$ cat src/rtl/wdu_pkg.sv
package wdu_pkg;
  typedef struct packed {
    logic n;
    logic z;
    logic v;
    logic c;
  } ccr_t;
endpackage

$ cat src/rtl/wdu_prep.sv
module wdu_prep #(
  parameter int Q_W = 16
) (
  input  logic [2*Q_W-1:0] dvd_i,
  input  logic [Q_W-1:0]   dvs_i,
  input  logic             sgn_i,
  output logic [2*Q_W-1:0] mag_dvd_o,
  output logic [Q_W-1:0]   mag_dvs_o,
  output logic             neg_q_o,
  output logic             neg_r_o,
  output logic             pre_ovf_o,
  output logic             zero_o
);
  localparam int D_W = 2 * Q_W;
  logic dvd_neg, dvs_neg;

  always_comb begin
    dvd_neg   = sgn_i & dvd_i[D_W-1];
    dvs_neg   = sgn_i & dvs_i[Q_W-1];
    mag_dvd_o = dvd_neg ? -dvd_i : dvd_i;
    mag_dvs_o = dvs_neg ? -dvs_i : dvs_i;
    neg_q_o   = dvd_neg ^ dvs_neg;
    neg_r_o   = dvd_neg;
    // magnitude quotient needs more than Q_W bits
    pre_ovf_o = mag_dvd_o[D_W-1:Q_W] >= mag_dvs_o;
    zero_o    = (dvs_i == '0);
  end
endmodule

$ cat src/rtl/wdu_step.sv
module wdu_step #(
  parameter int Q_W = 16
) (
  input  logic [Q_W-1:0] rem_i,
  input  logic [Q_W-1:0] quo_i,
  input  logic [Q_W-1:0] dvs_i,
  output logic [Q_W-1:0] rem_o,
  output logic [Q_W-1:0] quo_o
);
  logic [Q_W:0] trial;
  logic         fits;

  always_comb begin
    trial = {rem_i, quo_i[Q_W-1]};
    fits  = trial >= {1'b0, dvs_i};
    // when fits, the true difference is below dvs_i and fits in Q_W bits
    rem_o = fits ? (trial[Q_W-1:0] - dvs_i) : trial[Q_W-1:0];
    quo_o = {quo_i[Q_W-2:0], fits};
  end
endmodule

$ cat src/rtl/wdu_finish.sv
module wdu_finish #(
  parameter int Q_W = 16
) (
  input  logic [Q_W-1:0] quo_mag_i,
  input  logic [Q_W-1:0] rem_mag_i,
  input  logic           neg_q_i,
  input  logic           neg_r_i,
  input  logic           sgn_i,
  input  logic           pre_ovf_i,
  output logic [Q_W-1:0] quo_o,
  output logic [Q_W-1:0] rem_o,
  output logic           ovf_o
);
  localparam logic [Q_W-1:0] HALF = {1'b1, {(Q_W-1){1'b0}}};
  logic sgn_ovf;

  always_comb begin
    quo_o   = neg_q_i ? -quo_mag_i : quo_mag_i;
    rem_o   = neg_r_i ? -rem_mag_i : rem_mag_i;
    sgn_ovf = neg_q_i ? (quo_mag_i > HALF) : quo_mag_i[Q_W-1];
    ovf_o   = pre_ovf_i | (sgn_i & sgn_ovf);
  end
endmodule

$ cat src/rtl/word_div_unit.sv
module word_div_unit #(
  parameter int Q_W = 16
) (
  input  logic             clk_i,
  input  logic             rst_ni,
  input  logic             start_i,
  input  logic             signed_i,
  input  logic [2*Q_W-1:0] dividend_i,
  input  logic [Q_W-1:0]   divisor_i,
  output logic             busy_o,
  output logic             done_o,
  output logic [2*Q_W-1:0] result_o,
  output logic             n_o,
  output logic             z_o,
  output logic             v_o,
  output logic             c_o,
  output logic             div_zero_o
);
  import wdu_pkg::*;

  localparam int D_W   = 2 * Q_W;
  localparam int CNT_W = $clog2(Q_W);
  localparam logic [CNT_W-1:0] LAST = CNT_W'(Q_W - 1);

  logic             busy_q, done_q, dbz_q;
  logic [CNT_W-1:0] cnt_q;
  logic [Q_W-1:0]   rem_q, quo_q, dvs_q;
  logic [D_W-1:0]   dvd_q, res_q;
  logic             neg_q_q, neg_r_q, sgn_q, pre_ovf_q;
  ccr_t             ccr_q;

  logic [D_W-1:0] mag_dvd;
  logic [Q_W-1:0] mag_dvs;
  logic           p_neg_q, p_neg_r, p_pre_ovf, p_zero;
  logic [Q_W-1:0] s_rem, s_quo, f_quo, f_rem;
  logic           f_ovf, accept;

  wdu_prep #(.Q_W(Q_W)) u_prep (
    .dvd_i(dividend_i), .dvs_i(divisor_i), .sgn_i(signed_i),
    .mag_dvd_o(mag_dvd), .mag_dvs_o(mag_dvs), .neg_q_o(p_neg_q),
    .neg_r_o(p_neg_r), .pre_ovf_o(p_pre_ovf), .zero_o(p_zero)
  );

  wdu_step #(.Q_W(Q_W)) u_step (
    .rem_i(rem_q), .quo_i(quo_q), .dvs_i(dvs_q),
    .rem_o(s_rem), .quo_o(s_quo)
  );

  wdu_finish #(.Q_W(Q_W)) u_finish (
    .quo_mag_i(s_quo), .rem_mag_i(s_rem), .neg_q_i(neg_q_q),
    .neg_r_i(neg_r_q), .sgn_i(sgn_q), .pre_ovf_i(pre_ovf_q),
    .quo_o(f_quo), .rem_o(f_rem), .ovf_o(f_ovf)
  );

  assign accept = start_i & ~busy_q;

  always_ff @(posedge clk_i or negedge rst_ni) begin
    if (!rst_ni) begin
      busy_q    <= 1'b0;
      done_q    <= 1'b0;
      dbz_q     <= 1'b0;
      cnt_q     <= '0;
      rem_q     <= '0;
      quo_q     <= '0;
      dvs_q     <= '0;
      dvd_q     <= '0;
      res_q     <= '0;
      neg_q_q   <= 1'b0;
      neg_r_q   <= 1'b0;
      sgn_q     <= 1'b0;
      pre_ovf_q <= 1'b0;
      ccr_q     <= '0;
    end else begin
      done_q <= 1'b0;
      dbz_q  <= 1'b0;
      if (accept) begin
        if (p_zero) begin
          dbz_q <= 1'b1;
        end else begin
          busy_q    <= 1'b1;
          cnt_q     <= '0;
          rem_q     <= mag_dvd[D_W-1:Q_W];
          quo_q     <= mag_dvd[Q_W-1:0];
          dvs_q     <= mag_dvs;
          dvd_q     <= dividend_i;
          neg_q_q   <= p_neg_q;
          neg_r_q   <= p_neg_r;
          sgn_q     <= signed_i;
          pre_ovf_q <= p_pre_ovf;
        end
      end else if (busy_q) begin
        rem_q <= s_rem;
        quo_q <= s_quo;
        cnt_q <= cnt_q + CNT_W'(1);
        if (cnt_q == LAST) begin
          busy_q  <= 1'b0;
          done_q  <= 1'b1;
          ccr_q.c <= 1'b0;
          if (f_ovf) begin
            res_q   <= dvd_q;
            ccr_q.v <= 1'b1;
          end else begin
            res_q   <= {f_rem, f_quo};
            ccr_q.n <= f_quo[Q_W-1];
            ccr_q.z <= (f_quo == '0);
            ccr_q.v <= 1'b0;
          end
        end
      end
    end
  end

  assign busy_o     = busy_q;
  assign done_o     = done_q;
  assign div_zero_o = dbz_q;
  assign result_o   = res_q;
  assign n_o        = ccr_q.n;
  assign z_o        = ccr_q.z;
  assign v_o        = ccr_q.v;
  assign c_o        = ccr_q.c;

  p_done_pulse_r7: assert property (@(posedge clk_i) disable iff (!rst_ni)
    done_o |=> !done_o);
  p_busy_done_excl_r7: assert property (@(posedge clk_i) disable iff (!rst_ni)
    !(busy_o && done_o));
  p_done_after_busy_r7: assert property (@(posedge clk_i) disable iff (!rst_ni)
    done_o |-> $past(busy_o));
  p_rem_bound_r1: assert property (@(posedge clk_i) disable iff (!rst_ni)
    busy_o && !pre_ovf_q |-> rem_q < dvs_q);
  p_ovf_dividend_r3: assert property (@(posedge clk_i) disable iff (!rst_ni)
    done_o && v_o |-> result_o == dvd_q);
  p_ovf_keeps_nz_r4: assert property (@(posedge clk_i) disable iff (!rst_ni)
    done_o && v_o |-> (n_o == $past(n_o)) && (z_o == $past(z_o)));
  p_carry_clear_r5: assert property (@(posedge clk_i) disable iff (!rst_ni)
    done_o |-> !c_o);
  p_zero_flag_r5: assert property (@(posedge clk_i) disable iff (!rst_ni)
    done_o && !v_o |-> z_o == (result_o[Q_W-1:0] == '0));
  p_dbz_idle_r6: assert property (@(posedge clk_i) disable iff (!rst_ni)
    div_zero_o |-> !busy_o && !done_o && $stable(result_o));
  p_start_ignored_r8: assert property (@(posedge clk_i) disable iff (!rst_ni)
    busy_o && start_i |=> $stable(dvd_q));
endmodule

$ cat config.mk
export PLATFORM = sky130hd
export DESIGN_NAME = word_div_unit
export DESIGN_NICKNAME = d
export VERILOG_FILES = /design/src/rtl/wdu_pkg.sv /design/src/rtl/wdu_prep.sv /design/src/rtl/wdu_step.sv /design/src/rtl/wdu_finish.sv /design/src/rtl/word_div_unit.sv
export SDC_FILE = /design/constraint.sdc
export NUM_CORES = 1
export LEC_CHECK = 0
export ABC_AREA = 1
export BUFFER_PORTS_ARGS = -buffer_cell sky130_fd_sc_hd__buf_4
export CAP_MARGIN = 40
export CORE_MARGIN = 2
export CORE_UTILIZATION = 35
export DETAILED_ROUTE_END_ITERATION = 6
export SETUP_SLACK_MARGIN = 0.2
export SKIP_LAST_GASP = 1
export SYNTH_ARGS = -nofsm -noshare
export SYNTH_HDL_FRONTEND = slang
export SYNTH_SLANG_ARGS = --single-unit
$ cat constraint.sdc
create_clock -name clk_i -period 4.4 [get_ports clk_i]
set_input_delay 0.66 -clock clk_i [delete_from_list [all_inputs] [get_ports clk_i]]
set_output_delay 0.66 -clock clk_i [all_outputs]
set_load 0.01 [all_outputs]
# Word-level counts from Yosys, hierarchy flattened
# Cells that the tools add are included.
# totals
elab_cells	70
register_bits	126
# op_classes
n_reduce_logical	7
n_mux	26
add_sub_neg	6
n_eq_ne	2
n_lt_le_gt_ge	3
n_bitwise	10
# ops
operator	n
16-bit two-way mux	10
32-bit two-way mux	2
16-bit negation	3
16-bit zero test	2
32-bit negation	1
17-bit by 16-bit greater-or-equal comparator with 1-bit output	1
16-bit greater-or-equal comparator	1
16-bit greater-than comparator, second input constant	1
16-bit subtractor	1
4-bit two-way mux	3
1-bit two-way mux	11
4-bit by 1-bit adder with 4-bit output, second input constant	1
1-bit bitwise AND	4
4-bit equality test, second input constant	1
1-bit NOT	4
2-bit AND reduction	2
4-bit AND reduction	1
3-bit AND reduction	1
2-bit != test, second input constant	1
2-bit nonzero test	1
1-bit bitwise OR	1
1-bit XOR	1

# Logic depth before layout (Yosys ltp)
# Gate-level depths: netlist of the first run.
# logic_depth
word_depth	7
ltp_mapped	27
mapped_depth_nobuf	26

# Hierarchy
# Synthesis of the first run repeated with hierarchy kept, for this count alone.
# unflattened
hier_cells	1566
area_unflattened_um2	10017.1
# modules_own_cells
module	cells_each	instances	area_each_um2
word_div_unit	695	1	5627.9
wdu_prep	393	1	1966.9
wdu_step	285	1	1475.2
wdu_finish	193	1	947.2

# Worst setup path after synthesis of the first run
# No wires, ideal clock.
# synth_path
path_kind	reg-to-reg
from	register rem_q[11]
to	register res_q[15], in the netlist result_o[15]
required_time_ns	4.275
setup_ns	0.125
arrival_ns	2.817
n_path_buf	2
synth_period_minus_slack_ns	2.942
setup_slack_ns	1.458
path_stages_with_launch	23
cell_sequence	dfrtp_1 ha_1 nand2_2 inv_2 nand2_1 nand2_1 nand2_1 nand2_2 nor2_4 nand2_8 inv_2 ha_1 nand4_1 nor2_1 nand3_1 nand3_1 nand2_1 inv_1 nor2_1 buf_2 buf_1 nand2_1 nand3_1
# synth_via
elab_chain_cells	6
word_cells_on_any_way	8
classes_between	1 x add/sub; 2 x order compare; 3 x mux; 2 x bitwise
# synth_lines
item	line	rtl
start, declared	word_div_unit.sv:27	logic [Q_W-1:0] rem_q, quo_q, dvs_q;
start signal, assigned	word_div_unit.sv:82	rem_q <= mag_dvd[D_W-1:Q_W];
start signal, assigned	word_div_unit.sv:92	rem_q <= s_rem;
17-bit by 16-bit greater-or-equal comparator with 1-bit output *	wdu_step.sv:15	fits = trial >= {1'b0, dvs_i};
16-bit greater-than comparator	wdu_finish.sv:20	sgn_ovf = neg_q_i ? (quo_mag_i > HALF) : quo_mag_i[Q_W-1];
1-bit two-way mux	wdu_finish.sv:20	
1-bit bitwise AND	wdu_finish.sv:21	ovf_o = pre_ovf_i | (sgn_i & sgn_ovf);
1-bit bitwise OR	wdu_finish.sv:21	
32-bit two-way mux *	word_div_unit.sv:99	if (f_ovf) begin
end signal, assigned	word_div_unit.sv:100	res_q <= dvd_q;
end signal, assigned	word_div_unit.sv:103	res_q <= {f_rem, f_quo};
end, declared	word_div_unit.sv:28	logic [D_W-1:0] dvd_q, res_q;
# Every way passes the cells marked *; elsewhere a longest branch is shown, timed or not.
# A chain may end at the register's enable or synchronous reset.

# Final worst setup path of the first run
# layout_path
from	register rem_q[7]
to	register res_q[25], in the netlist result_o[25]
# layout_via
elab_chain_cells	6
word_cells_on_any_way	10
classes_between	2 x add/sub; 2 x order compare; 4 x mux; 2 x bitwise
# layout_lines
item	line
17-bit by 16-bit greater-or-equal comparator with 1-bit output	wdu_step.sv:15
16-bit greater-than comparator	wdu_finish.sv:20
1-bit two-way mux	wdu_finish.sv:20
1-bit bitwise AND	wdu_finish.sv:21
1-bit bitwise OR	wdu_finish.sv:21
32-bit two-way mux *	word_div_unit.sv:99
# Marked as above.

==> results_dict.tcl, run 1 <==
set metrics [dict create \
    run_status "finished, final reports clean" \
    cts-root-to-sink-buffers 2 \
    post_dp_cell_area_um2 10000 \
    clk_pin_slew_worst_paths_ns 0.06 \
    worst_setup_path_end_kind "flop" \
    synth_enable_flop_cells 0 \
    pwr_density_cell_nw_per_um2 864 \
    fmax_mhz 257 \
    htreeDepth 4 \
    critPathMaxFanout 24 \
    grt_max_degree 93 \
    clk_root_buffer_cell "sky130_fd_sc_hd__clkbuf_16" \
    yosysWarnings 0 \
    worst_setup_path_start_kind "flop" \
    finalCritPeriodShare_pct 88.5 \
    final_skew_ns 0.0105 \
    final_core_utilization_pct 42.1 \
    drt_wl_total_mm 30.3 \
    global_route_wire_length_before_repair_mm 47.4 \
    io_port_bufs 89 \
    horizontal_die_dimension_um 164 \
    io_pins 91 \
    rows 58 \
    wire_per_inst_um 17.6 \
    sum_of_net_half_perimeters_after_detailed_placement_mm 23.3 \
    worst-endpoint-required_ns 4.71 \
    ir_drop_v 0.000399 \
    drive_above_1_share_pct 14.5 \
    grt_pass1_vias 8329 \
    drt_iter0_drc 918 \
    firstDrtPassIters 5 \
    netlist_area_um2 9000 \
    insertion_delay_ns 0.43 \
    grt.busiest_layer "met1" \
    timing_worst_slew_pin_value_ns 0.880 \
    setup.worst_path.class "reg -> reg" \
    chipHeight_um 164 \
    finalWorstPathRequiredPeriod_ns 3.89 \
    antenna_violations_before_repair 0 \
    num_vias 8882 \
    place.gp.congestion 0.959 \
    detail_route.drc_violations 0 \
    ys.flop_type "sky130_fd_sc_hd__dfrtp_1" \
    timing.setup.tns_ns 0 \
    async_flop_share_pct 100 \
    post_synthesis_net_count 1389 \
    count_of_max_cap_constraint_violations 0 \
    postSynthRegisterBits 126 \
    met2_usage_pct 34.3 \
    yosysUniqueCellTypes 52 \
    worstHoldPathType "in -> async" \
    cellLeakagePower_nw 5.35 \
    synth.yosys.seq_area_share_pct 35.0 \
    grt_use_met3_pct 3.74 \
    antenna_left 0 \
    grtUsageMet1_pct 34.7 \
    syn-instance-count 1299 \
    final_hold_viol_count 0 \
    cts.sink_count 126 \
    drv_slew 0 \
    crit_arrival_ns 4.21 \
    effective_utilization_at_floorplan_pct 35.7 \
    placeableCoreArea_um2 25200 \
    vias_cell 5.17 \
    syn_area_per_cell_um2 6.93 \
    nNetsFinal 1465 \
    cts-buffers-inserted 17 \
    post-layout-total-power_mw 9.16 \
    synthToLayoutAreaGrowth_pct 17.8 \
    rsz0062_at_grt "no" \
    die-area_um2 27000 \
    non_filler_cell_area_final_um2 10600 \
    setup_violations 0 \
    tritoncts "done" \
    grt_overflow 0 \
    gr-usage-all-layers_pct 23.3 \
    max_slew_margin_pct 41.3 \
]
[cells by family (layout without fill, tap and decap cells)]
family / after synthesis / count (layout) / share of synthesized area, %
AND/OR/NAND/NOR: 656 / 656 / 32.1
buffers and inverters: 224 / 313 / 10.0
AO/OA/AOI/OAI: 212 / 212 / 13.3
flip-flops: 126 / 126 / 35.0
XOR/XNOR: 42 / 42 / 4.09
adder cells (fa/ha/maj): 38 / 38 / 5.36
other: 1 / 2 / 0.0417
[registers in the layout, summed over array words and instances, names as in the netlist, 4 cells and up]
| register | cells |
|---|---|
| cnt_q | 4 |
| dvd_q | 32 |
| dvs_q | 16 |
| quo_q | 16 |
| rem_q | 16 |
| result_o | 32 |
[critical path: stages (launching register included)]
cell and delay, ns:
sky130_fd_sc_hd__dfrtp_1 0.45, sky130_fd_sc_hd__ha_1 0.40, sky130_fd_sc_hd__nand2_2 0.15, sky130_fd_sc_hd__inv_2 0.04
sky130_fd_sc_hd__nand2_1 0.06, sky130_fd_sc_hd__nand2_1 0.13, sky130_fd_sc_hd__inv_2 0.10, sky130_fd_sc_hd__nand3_2 0.10
sky130_fd_sc_hd__nand2_4 0.21, sky130_fd_sc_hd__nand2_8 0.06, sky130_fd_sc_hd__inv_2 0.12, sky130_fd_sc_hd__ha_1 0.28
sky130_fd_sc_hd__nand4_1 0.18, sky130_fd_sc_hd__nor2_2 0.23, sky130_fd_sc_hd__nand3_1 0.11, sky130_fd_sc_hd__nand3_1 0.11
sky130_fd_sc_hd__nand2_1 0.08, sky130_fd_sc_hd__inv_1 0.17, sky130_fd_sc_hd__nor2_2 0.13, sky130_fd_sc_hd__buf_4 0.28
sky130_fd_sc_hd__a22o_1 0.21, sky130_fd_sc_hd__o21bai_1 0.15
[cell usage in the layout (no fill, tap or decap), types with 9 or more instances in the layout]
| cell type | instances |
|---|---|
| sky130_fd_sc_hd__o22ai_1 | 9 |
| sky130_fd_sc_hd__nor2_2 | 15 |
| sky130_fd_sc_hd__nand2_2 | 17 |
| sky130_fd_sc_hd__xor2_1 | 36 |
| sky130_fd_sc_hd__dfrtp_1 | 126 |
| sky130_fd_sc_hd__buf_4 | 103 |
| sky130_fd_sc_hd__o21ai_0 | 113 |
| sky130_fd_sc_hd__nand2_1 | 368 |
| sky130_fd_sc_hd__nor3_1 | 15 |
| sky130_fd_sc_hd__ha_1 | 37 |
| sky130_fd_sc_hd__inv_1 | 166 |
| sky130_fd_sc_hd__nor2_1 | 86 |
| sky130_fd_sc_hd__o211ai_1 | 13 |
| sky130_fd_sc_hd__clkbuf_16 | 17 |
| sky130_fd_sc_hd__nand4_1 | 12 |
| sky130_fd_sc_hd__nand3_1 | 111 |
| sky130_fd_sc_hd__inv_2 | 9 |
| sky130_fd_sc_hd__a21oi_1 | 45 |
[metrics by stage]
| step | setup slack, ns | hold WS (ns) | instances |
|---|---|---|---|
| finish | 0.505 | 0.177 | 1719 |
| CTS | 0.517 | 0.197 | 1718 |
| floorplan | 1.46 | 0.364 | 1299 |
| global placement | 0.511 | 0.463 | 1684 |
| global route | 0.288 | 0.217 | 1718 |
| detailed placement | 0.557 | 0.466 | 1686 |
[power breakdown]
group / internal [mW] / total, mW / switching [mW] / leakage (nW)
Sequential: 1.71 / 2.16 / 0.449 / 1.56
Clock: 0.823 / 1.43 / 0.611 / 0.274
Combinational: 1.87 / 5.56 / 3.70 / 3.52
Total: 4.41 / 9.16 / 4.76 / 5.35
[metal layers]
| layer | vias up | wire length, um | share of wire, % |
|---|---|---|---|
| met2 | 342 | 12800 | 42 |
| met1 | 4148 | 14600 | 48 |
| met4 | 0 | 714 | 2.4 |
| li1 | 4349 | - | - |
| met5 | - | 0 | 0 |
| met3 | 43 | 2160 | 7.1 |
[area by class of cell]
type                    instances  area [um^2]
inverters                     175          657
flip-flops and latches        126         3150
clock inverters                12          126
repair buffers                106          840
multi-input cells             949         4960
clock buffers                  20          457
fillers                      2683        14600
well taps                     330          413
diodes                          1         2.50
[final timing paths]
kind                                     from           end  slack (ns)  cells past startpoint
worst max-delay path                 rem_q[7]  result_o[25]        0.51                     21
min in group clk_i              divisor_i[14]    div_zero_o        0.42                      2
worst max register to register       rem_q[7]  result_o[25]        0.51                     21
max in group asynchronous              rst_ni     quo_q[12]        3.45                      2
worst min-delay path                   rst_ni   result_o[6]        0.18                      1
worst min register to register      dvd_q[14]  result_o[14]        0.48                      2
[synthesized netlist by cell type (2+ instances only)]
| master | number | area (um^2) |
|---|---|---|
| sky130_fd_sc_hd__a21oi_1 | 45 | 225 |
| sky130_fd_sc_hd__a21oi_2 | 2 | 17.5 |
| sky130_fd_sc_hd__a22o_1 | 8 | 70.1 |
| sky130_fd_sc_hd__a22oi_1 | 4 | 30.0 |
| sky130_fd_sc_hd__and2_1 | 2 | 12.5 |
| sky130_fd_sc_hd__buf_1 | 3 | 11.3 |
| sky130_fd_sc_hd__buf_2 | 9 | 45.0 |
| sky130_fd_sc_hd__buf_6 | 4 | 45.0 |
| sky130_fd_sc_hd__clkbuf_1 | 31 | 116 |
| sky130_fd_sc_hd__dfrtp_1 | 126 | 3150 |
| sky130_fd_sc_hd__ha_1 | 37 | 463 |
| sky130_fd_sc_hd__inv_1 | 166 | 623 |
| sky130_fd_sc_hd__inv_2 | 9 | 33.8 |
| sky130_fd_sc_hd__nand2_1 | 369 | 1390 |
| sky130_fd_sc_hd__nand2_2 | 16 | 100 |
| sky130_fd_sc_hd__nand2_4 | 5 | 56.3 |
| sky130_fd_sc_hd__nand3_1 | 111 | 556 |
| sky130_fd_sc_hd__nand3_2 | 4 | 40.0 |
| sky130_fd_sc_hd__nand4_1 | 12 | 75.1 |
| sky130_fd_sc_hd__nor2_1 | 89 | 334 |
| sky130_fd_sc_hd__nor2_2 | 12 | 75.1 |
| sky130_fd_sc_hd__nor2_4 | 2 | 22.5 |
| sky130_fd_sc_hd__nor3_1 | 15 | 75.1 |
| sky130_fd_sc_hd__nor3b_1 | 3 | 22.5 |
| sky130_fd_sc_hd__nor4_1 | 7 | 43.8 |
| sky130_fd_sc_hd__o211ai_1 | 13 | 97.6 |
| sky130_fd_sc_hd__o21ai_0 | 113 | 566 |
| sky130_fd_sc_hd__o21ai_1 | 6 | 30.0 |
| sky130_fd_sc_hd__o21ai_2 | 3 | 26.3 |
| sky130_fd_sc_hd__o21bai_1 | 2 | 15.0 |
| sky130_fd_sc_hd__o22ai_1 | 9 | 56.3 |
| sky130_fd_sc_hd__or2_2 | 2 | 12.5 |
| sky130_fd_sc_hd__xnor2_1 | 6 | 52.6 |
| sky130_fd_sc_hd__xor2_1 | 36 | 315 |
[what timing repair did]
action	4_1_cts	5_1_grt
gates resized for setup	0	1
setup endpoints to repair	0	1
buffers inserted	0	0
hold buffers	0	0
Power figures use the tool's default switching activity.
==> inputs of run 2 (changes only) <==
--- a/config.mk
+++ b/config.mk
@@ -8,9 +8,12 @@
 export ABC_AREA = 1
 export BUFFER_PORTS_ARGS = -buffer_cell sky130_fd_sc_hd__buf_4
 export CAP_MARGIN = 40
+export CELL_PAD_IN_SITES_DETAIL_PLACEMENT = 0
+export CELL_PAD_IN_SITES_GLOBAL_PLACEMENT = 1
 export CORE_MARGIN = 2
 export CORE_UTILIZATION = 35
 export DETAILED_ROUTE_END_ITERATION = 6
+export PLACE_DENSITY_LB_ADDON = 0.1
 export SETUP_SLACK_MARGIN = 0.2
 export SKIP_LAST_GASP = 1
 export SYNTH_ARGS = -nofsm -noshare
==> results_dict.tcl, run 2 (synthesized netlist as in run 1, its figures left out) <==
set metrics [dict create \
    run_status "finished, final reports clean" \
    holdBufCountCts 0 \
    setup_violations 0 \
    place.gp.congestion 0.863 \
    wire_per_inst_um 18.4 \
    rsz0062_at_grt "no" \
    worst-endpoint-required_ns 4.71 \
    vias_cell 5.05 \
    cts-resized-gates 0 \
    grt_pass1_vias 8095 \
    drive_above_1_share_pct 14.5 \
    io_port_bufs 89 \
    placeableCoreArea_um2 25200 \
    cellLeakagePower_nw 5.37 \
    timing.setup.tns_ns 0 \
    drt_iter0_drc 740 \
    htreeDepth 4 \
    finalHoldWorstSlack_ns 0.188 \
    count_of_max_cap_constraint_violations 0 \
    effective_utilization_at_floorplan_pct 35.7 \
    finalWorstPathRequiredPeriod_ns 3.72 \
    antenna_left 0 \
    grt_max_degree 92 \
    pwr_density_cell_nw_per_um2 864 \
    grt_overflow 0 \
    max_slew_margin_pct 58.3 \
    antenna-diode-count 0 \
    firstDrtPassIters 6 \
    gr-usage-all-layers_pct 24.0 \
    final_hold_viol_count 0 \
    setup_slack_ns 0.682 \
    synthToLayoutAreaGrowth_pct 17.9 \
    final_skew_ns 0.0107 \
    layout.cells.most_common_list "368 x sky130_fd_sc_hd__nand2_1, 166 x sky130_fd_sc_hd__inv_1, 126 x sky130_fd_sc_hd__dfrtp_1, 113 x sky130_fd_sc_hd__o21ai_0, 111 x sky130_fd_sc_hd__nand3_1" \
    insertion_delay_ns 0.42 \
    nNetsFinal 1465 \
    worstHoldPathType "in -> async" \
    num_vias 8682 \
    worst_setup_path_start_kind "flop" \
    post-cts-setup-buffer-count 0 \
    rows 58 \
    tritoncts "done" \
    io_pins 91 \
    fmax_mhz 269 \
    sum_of_net_half_perimeters_after_detailed_placement_mm 24.7 \
    antenna_violations_before_repair 0 \
    detail_route.drc_violations 0 \
    clk_root_buffer_cell "sky130_fd_sc_hd__clkbuf_16" \
    clk_pin_slew_worst_paths_ns 0.07 \
    cts-buffers-inserted 17 \
    most_common_cell_after_layout_fill_and_taps_aside "sky130_fd_sc_hd__nand2_1" \
    crit_arrival_ns 4.03 \
    drt_wl_total_mm 31.7 \
    cts.sink_count 126 \
    chipHeight_um 164 \
    drv_slew 0 \
    post-layout-total-power_mw 9.17 \
    critPathMaxFanout 21 \
    dp_slack_ns 0.736 \
    timing_worst_slew_pin_value_ns 0.625 \
    horizontal_die_dimension_um 164 \
    cts-root-to-sink-buffers 2 \
    finalCritPeriodShare_pct 84.5 \
    ir_drop_v 0.000318 \
    setup.worst_path.class "reg -> reg" \
    worst_setup_path_end_kind "flop" \
    die-area_um2 27000 \
    global_route_wire_length_before_repair_mm 48.6 \
]
run 2: power by group:
part | total [mW] | switching, mW | internal, mW | leakage, nW
sequential | 2.22 | 0.507 | 1.71 | 1.56
combinational | 5.56 | 3.68 | 1.89 | 3.53
clock | 1.39 | 0.637 | 0.751 | 0.276
total | 9.17 | 4.82 | 4.35 | 5.37
run 2: routing by layer:
layer  GRT usage, %  routed length, um  vias to the layer above
li1               -                  -                     4339
met1           40.5              17100                     4084
met2           32.0              12400                      250
met3           2.89               1930                        9
met4           4.31                198                        0
met5              0                  0                        -
run 2: final timing paths:
path,startpoint,endpoint,slack [ns],cells past startpoint
worst min register to register,z_o,z_o,0.48,2
worst max register to register,dvs_q[3],result_o[25],0.68,22
worst max-delay path,dvs_q[3],result_o[25],0.68,22
min in group clk_i,divisor_i[14],div_zero_o,0.43,2
worst min-delay path,rst_ni,rem_q[1],0.19,1
max in group asynchronous,rst_ni,dvs_q[15],3.44,2
run 2: final cells by class:
| type | instances | area (um^2) |
|---|---|---|
| flip-flops and latches | 126 | 3150 |
| multi-input cells | 949 | 4950 |
| fillers | 2701 | 14600 |
| clock inverters | 15 | 143 |
| repair buffers | 106 | 872 |
| well taps | 330 | 413 |
| inverters | 175 | 657 |
| clock buffers | 17 | 425 |
run 2: worst max-delay path, cell delays in order, from the launching register on:
cell,delay [ns]
sky130_fd_sc_hd__dfrtp_1,0.42
sky130_fd_sc_hd__inv_1,0.07
sky130_fd_sc_hd__ha_1,0.37
sky130_fd_sc_hd__nand2_2,0.13
sky130_fd_sc_hd__inv_1,0.04
sky130_fd_sc_hd__nand2_1,0.09
sky130_fd_sc_hd__nand2_1,0.06
sky130_fd_sc_hd__nand2_1,0.10
sky130_fd_sc_hd__nand3_2,0.10
sky130_fd_sc_hd__nand2_4,0.20
sky130_fd_sc_hd__nand2_8,0.07
sky130_fd_sc_hd__inv_2,0.13
sky130_fd_sc_hd__ha_1,0.27
sky130_fd_sc_hd__nand4_1,0.15
sky130_fd_sc_hd__nor2_1,0.26
sky130_fd_sc_hd__nand3_1,0.14
sky130_fd_sc_hd__nand3_1,0.11
sky130_fd_sc_hd__nand2_1,0.09
sky130_fd_sc_hd__inv_1,0.14
sky130_fd_sc_hd__nor2_2,0.14
sky130_fd_sc_hd__buf_12,0.21
sky130_fd_sc_hd__a22o_1,0.17
sky130_fd_sc_hd__o21bai_1,0.14
run 2: stage by stage:
| step | util (%) | cell area [um^2] | std cells |
|---|---|---|---|
| 4_1_cts | 42.2 | 10600 | 1718 |
| 3_5_place_dp | 39.9 | 10000 | 1686 |
| 6_report | 42.2 | 10600 | 1718 |
| 3_3_place_gp | 39.6 | 9970 | 1683 |
| 2_1_floorplan | - | 9000 | 1299 |
| 5_1_grt | 42.2 | 10600 | 1718 |
